**config.mk**
```make
export PLATFORM = sky130hd
export DESIGN_NAME = mpio_ctrl
export DESIGN_NICKNAME = d
export VERILOG_FILES = /design/src/rtl/mpio_pkg.sv /design/src/rtl/mpio_sync.sv /design/src/rtl/mpio_regs.sv /design/src/rtl/mpio_edge.sv /design/src/rtl/mpio_ctrl.sv
export SDC_FILE = /design/constraint.sdc
export NUM_CORES = 1
export LEC_CHECK = 0
export ABC_CLOCK_PERIOD_IN_PS = 1600
export CORE_ASPECT_RATIO = 1.4
export CORE_UTILIZATION = 45
export DETAILED_ROUTE_END_ITERATION = 8
export DONT_BUFFER_PORTS = 1
export GPL_ROUTABILITY_DRIVEN = 0
export GPL_TIMING_DRIVEN = 0
export PLACE_DENSITY = 0.58
export SYNTH_ARGS = -nofsm -noshare
export SYNTH_HDL_FRONTEND = slang
export SYNTH_SLANG_ARGS = --single-unit
export TNS_END_PERCENT = 50
```
**constraint.sdc**
```tcl
create_clock -name clk -period 1.6 [get_ports clk]
set_input_delay 0.16 -clock clk [delete_from_list [all_inputs] [get_ports clk]]
set_output_delay 0.16 -clock clk [all_outputs]
set_load 0.02 [all_outputs]
```
**src/rtl/mpio_pkg.sv**
```systemverilog
package mpio_pkg;
  localparam int ADDR_W = 3;
  localparam logic [ADDR_W-1:0] A_DIR = 3'd0;
  localparam logic [ADDR_W-1:0] A_LVL = 3'd1;
  localparam logic [ADDR_W-1:0] A_HIZ = 3'd2;
  localparam logic [ADDR_W-1:0] A_INV = 3'd3;
  localparam logic [ADDR_W-1:0] A_IEN = 3'd4;
endpackage

```
**src/rtl/mpio_sync.sv**
```systemverilog
module mpio_sync #(
  parameter int W      = 8,
  parameter int STAGES = 2
) (
  input  logic         clk,
  input  logic         rst,
  input  logic [W-1:0] d,
  output logic [W-1:0] q
);
  logic [W-1:0] chain [STAGES];

  generate
    for (genvar s = 0; s < STAGES; s++) begin : g_stage
      if (s == 0) begin : g_first
        always_ff @(posedge clk) begin
          if (rst) chain[s] <= '0;
          else     chain[s] <= d;
        end
      end else begin : g_next
        always_ff @(posedge clk) begin
          if (rst) chain[s] <= '0;
          else     chain[s] <= chain[s-1];
        end
      end
    end
  endgenerate

  assign q = chain[STAGES-1];
endmodule

```
**src/rtl/mpio_regs.sv**
```systemverilog
module mpio_regs
  import mpio_pkg::*;
#(
  parameter int NPIN = 8
) (
  input  logic              clk,
  input  logic              rst,
  input  logic              wr_en,
  input  logic              rd_en,
  input  logic [ADDR_W-1:0] addr,
  input  logic [NPIN-1:0]   wdata,
  input  logic [NPIN-1:0]   sens,
  output logic [NPIN-1:0]   dir_q,
  output logic [NPIN-1:0]   hiz_q,
  output logic [NPIN-1:0]   inv_q,
  output logic [NPIN-1:0]   ien_q,
  output logic [NPIN-1:0]   rdata,
  output logic [NPIN-1:0]   pad_out,
  output logic [NPIN-1:0]   pad_oe
);
  logic [NPIN-1:0] lvl_q;
  logic [NPIN-1:0] lvl_view;
  logic [NPIN-1:0] rd_mux;

  always_ff @(posedge clk) begin
    if (rst) begin
      dir_q <= '0;
      lvl_q <= '0;
      hiz_q <= '0;
      inv_q <= '0;
      ien_q <= '0;
    end else if (wr_en) begin
      case (addr)
        A_DIR:   dir_q <= wdata;
        A_LVL:   lvl_q <= wdata;
        A_HIZ:   hiz_q <= wdata;
        A_INV:   inv_q <= wdata;
        A_IEN:   ien_q <= wdata;
        default: ;
      endcase
    end
  end

  generate
    for (genvar p = 0; p < NPIN; p++) begin : g_view
      assign lvl_view[p] = dir_q[p] ? sens[p] : lvl_q[p];
      assign pad_oe[p]   = ~dir_q[p] & ~hiz_q[p];
    end
  endgenerate

  always_comb begin
    case (addr)
      A_DIR:   rd_mux = dir_q;
      A_LVL:   rd_mux = lvl_view;
      A_HIZ:   rd_mux = hiz_q;
      A_INV:   rd_mux = inv_q;
      A_IEN:   rd_mux = ien_q;
      default: rd_mux = '0;
    endcase
  end

  always_ff @(posedge clk) begin
    if (rst)        rdata <= '0;
    else if (rd_en) rdata <= rd_mux;
  end

  assign pad_out = lvl_q;
endmodule

```
**src/rtl/mpio_edge.sv**
```systemverilog
module mpio_edge #(
  parameter int NPIN = 8
) (
  input  logic            clk,
  input  logic            rst,
  input  logic [NPIN-1:0] sens,
  input  logic [NPIN-1:0] dir,
  input  logic [NPIN-1:0] ien,
  input  logic            clear,
  output logic [NPIN-1:0] rise,
  output logic [NPIN-1:0] pend,
  output logic            irq
);
  logic [NPIN-1:0] prev;
  logic [NPIN-1:0] pend_d;

  always_ff @(posedge clk) begin
    if (rst) prev <= '0;
    else     prev <= sens;
  end

  generate
    for (genvar p = 0; p < NPIN; p++) begin : g_pin
      assign rise[p]   = sens[p] & ~prev[p] & dir[p] & ien[p];
      assign pend_d[p] = rise[p] | (pend[p] & ~clear);
      always_ff @(posedge clk) begin
        if (rst) pend[p] <= 1'b0;
        else     pend[p] <= pend_d[p];
      end
    end
  endgenerate

  always_ff @(posedge clk) begin
    if (rst) irq <= 1'b0;
    else     irq <= |pend_d;
  end
endmodule

```
**src/rtl/mpio_ctrl.sv**
```systemverilog
module mpio_ctrl
  import mpio_pkg::*;
#(
  parameter int NPIN      = 8,
  parameter int SYNC_DEPTH = 2
) (
  input  logic              clk,
  input  logic              rst,
  input  logic              wr_en,
  input  logic              rd_en,
  input  logic [ADDR_W-1:0] addr,
  input  logic [NPIN-1:0]   wdata,
  output logic [NPIN-1:0]   rdata,
  input  logic [NPIN-1:0]   pad_in,
  output logic [NPIN-1:0]   pad_out,
  output logic [NPIN-1:0]   pad_oe,
  output logic              irq
);
  logic [NPIN-1:0] sync_q;
  logic [NPIN-1:0] sens;
  logic [NPIN-1:0] dir_q, hiz_q, inv_q, ien_q;
  logic [NPIN-1:0] rise, pend;
  logic            lvl_clear;

  assign lvl_clear = rd_en && (addr == A_LVL);

  mpio_sync #(.W(NPIN), .STAGES(SYNC_DEPTH)) u_sync (
    .clk(clk), .rst(rst), .d(pad_in), .q(sync_q)
  );

  assign sens = sync_q ^ inv_q;

  mpio_regs #(.NPIN(NPIN)) u_regs (
    .clk(clk), .rst(rst), .wr_en(wr_en), .rd_en(rd_en), .addr(addr),
    .wdata(wdata), .sens(sens), .dir_q(dir_q), .hiz_q(hiz_q),
    .inv_q(inv_q), .ien_q(ien_q), .rdata(rdata), .pad_out(pad_out),
    .pad_oe(pad_oe)
  );

  mpio_edge #(.NPIN(NPIN)) u_edge (
    .clk(clk), .rst(rst), .sens(sens), .dir(dir_q), .ien(ien_q),
    .clear(lvl_clear), .rise(rise), .pend(pend), .irq(irq)
  );
endmodule

```
==> flow_summary.toml <==
[synth]
netlist_instances = 381
synth_area_leaders = "dfxtp_1 (52%), nand2_1 (12%), a21oi_1 (10%), mux2i_1 (5.1%), nor2_1 (4.1%)"
synthTopCellsByCount = "nand2_1 (100), dfxtp_1 (81), a21oi_1 (64)"
synth_area_per_cell_um2 = 8.23
synth.yosys.seq_area_share = 0.517
ys_async_sr_fraction = 0
syn_nets = 404
synth.most_common_cell = "nand2_1"
synth_enable_flop_cells = 0
syn_area_um2 = 3140
ys_types = 27
synth_area_leader_cell = "dfxtp_1"
yosysWarningCount = 0
synthFlopType = "dfxtp_1"
ys_ff_latch = 81
synth_top_area_share = 0.517

[worst_hold_path]
holdPathStages = 2
hold_end = "u_regs.rdata[4]$_SDFFE_PP0P_"
hold_start = "rd_en"
hp-class = "in2reg"

[clock_tree]
post_cts_buffers = 0
cts_max_level = 3
clockBufferDepth = 2
ctsHoldBuffers = 16
worstSkewPairLatency_ns = 0.35
cts_buffers = 9
root_buffer = "clkbuf_8"
cts_resized = 0
cts_tree = "yes"
path_clk_slew_ns = 0.09
clock-sinks = 81

[floorplanning]
std_cell_rows = 35
die_height_um = 101
dieWidth_um = 72.6
ios = 48
start_util = 0.471
dieArea_um2 = 7310
core_area_um2 = 6660

[pwr]
ir_drop_mv = 0.667
powerDensity_nw_per_um2 = 1150
p_clk_frac = 0.438
netSwitchingFraction = 0.227
power.leakage_nw = 1.30
combPwrFrac = 0.063
switching_power_w = 0.000952
p_seq_frac = 0.500
internal_power_w = 0.00325

[setup_path]
r2r_cells = 4
worstPathCellList = "xnor2_1 > nor3_1 > nor4_1 > a31oi_1"
slowest_stage = "xnor2_1"
start_kind = "flop"
critical-path-max-stage-delay_ns = 0.36
worstSetupEndpointType = "flop"
r2r_start = "u_regs.inv_q[2]$_SDFFE_PP0P_"
worstSetupPathType = "reg2reg"
crit_arrival_ns = 1.62
cp_max_fo = 3
cp.required_ns = 1.82
ff2ff_setup_slack_ns = 0.19
critical_path.startpoint = "u_regs.inv_q[2]$_SDFFE_PP0P_"
rr_endpoint = "u_edge.irq$_SDFF_PP0_"

[final_layout]
area_delta_synth_final_pct = 16.8
final_core_utilization = 0.551
fillers = 652
num-nets-final = 431
drive_above_1_share = 0.0702
antennaDiodeCount = 0

[sta]
setup_viol = 0
fin_crit_ns = 1.41
finalCritPeriodShare = 0.879
rsz0062_at_grt = "false"
hold_violations = 0
final.setup.worst_slack_ns = 0.194
worst_pin_slew_ns = 0.630
slew_headroom = 0.580
fmax_mhz = 711
slew_violations = 0
setup-tns-final_ns = 0
fin_worst_skew_ns = 0.0112

[global_routing]
antenna_found_initial = 0
grt_max_degree = 15
grt-ovfl-total = 0
grt_pass1_vias = 2534
grt_pass1_wl_mm = 12.5
grt_util_all_layers = 0.229

[flow_run]
maxCapViolCount = 0

[routing]
post_drt_wl_per_cell_um = 15.3
via_per_inst = 5.08
wirelength_mm = 7.72
drcViolationCount = 0
ant_nets = 0
first_iter_violations = 85
vias = 2565
dr.pass1.iters = 4

[placement]
post-dp-hpwl_mm = 5.71
io_buffers = 0
post-place-ws_ns = 0.159

[run_status]
outcome = "finished clean"
==> per-layer routing <==
layer | share of wire | track usage | wire length (um) | up-vias
met5 | 0 | 0 | 0 | -
met4 | 0.029 | 0.122 | 222 | 0
met3 | 0.045 | 0.0450 | 346 | 18
met2 | 0.48 | 0.387 | 3740 | 61
met1 | 0.44 | 0.271 | 3410 | 1164
li1 | - | - | - | 1322
==> how the worst max path moves through the flow <==
stage	endpoint	slack [ns]	cells after the start
floorplan	u_edge.irq$_SDFF_PP0_	0.50	4
global placement	u_regs.dir_q[5]$_SDFFE_PP0P_	0.23	3
detailed placement	u_sync.chain[1][5]$_SDFF_PP0_	0.16	3
CTS	u_edge.irq$_SDFF_PP0_	0.23	4
global route	u_edge.irq$_SDFF_PP0_	0.06	4
finish	u_edge.irq$_SDFF_PP0_	0.19	4
==> layout make-up <==
type / instances / area [um^2] / area share
buffer: 18 / 83.8 / 0.0229
clock buffer: 10 / 138 / 0.0376
clock inverter: 6 / 115 / 0.0314
multi-input combinational: 282 / 1430 / 0.391
sequential: 81 / 1620 / 0.442
tap: 92 / 115 / 0.0314
timing repair buffer: 16 / 160 / 0.0437
==> state kept, by name (all words and copies together) (netlist names) <==
signal,cells
u_sync.chain,16
u_edge.pend,8
u_edge.prev,8
u_regs.dir_q,8
u_regs.hiz_q,8
u_regs.ien_q,8
u_regs.inv_q,8
u_regs.pad_out,8
u_regs.rdata,8
u_edge.irq,1
==> cells by family (layout without fill, tap and decap cells) <==
family	Yosys count	in the layout	share of synthesized area
AND/OR/NAND/NOR	177	177	0.250
AO/OA/AOI/OAI	81	81	0.133
flip-flops	81	81	0.517
buffers and inverters	18	50	0.0267
multiplexers	16	16	0.0511
XOR/XNOR	8	8	0.0223
==> per-stage QoR <==
stage               power, W  cells  hold WS, ns  cell area (um^2)
detailed placement   0.00236    473        0.294              3250
floorplan            0.00231    381        0.288              3140
finish               0.00420    505       0.0166              3660
CTS                  0.00423    505       0.0178              3660
global route         0.00435    505       0.0336              3660
global placement     0.00236    473        0.294              3250
==> power by group through the flow <==
stage          sequential [W]  clock [W]  combinational [W]
5_1_grt               0.00210    0.00195           0.000290
4_1_cts               0.00210    0.00187           0.000262
2_1_floorplan         0.00214          0           0.000167
3_5_place_dp          0.00215          0           0.000218
6_report              0.00210    0.00184           0.000263
3_3_place_gp          0.00214          0           0.000214
==> critical path: cells and delay by family, from the launching register on <==
family          cells  cell delay (ns)
simple gates        2             0.45
flops               1             0.35
compound gates      1             0.11
xor+xnor            1             0.36
==> cells in the final DEF, fill, tap and decap left out, types with 8 or more instances in the layout <==
master,instances
nand2_1,100
mux2i_1,16
clkbuf_8,10
nor2_1,34
dfxtp_1,81
o22ai_1,8
xnor2_1,8
nor2b_1,16
nor3_1,8
dlygate4sd3_1,16
a21oi_1,64
o21ai_1,8
Power figures use the tool's default switching activity.
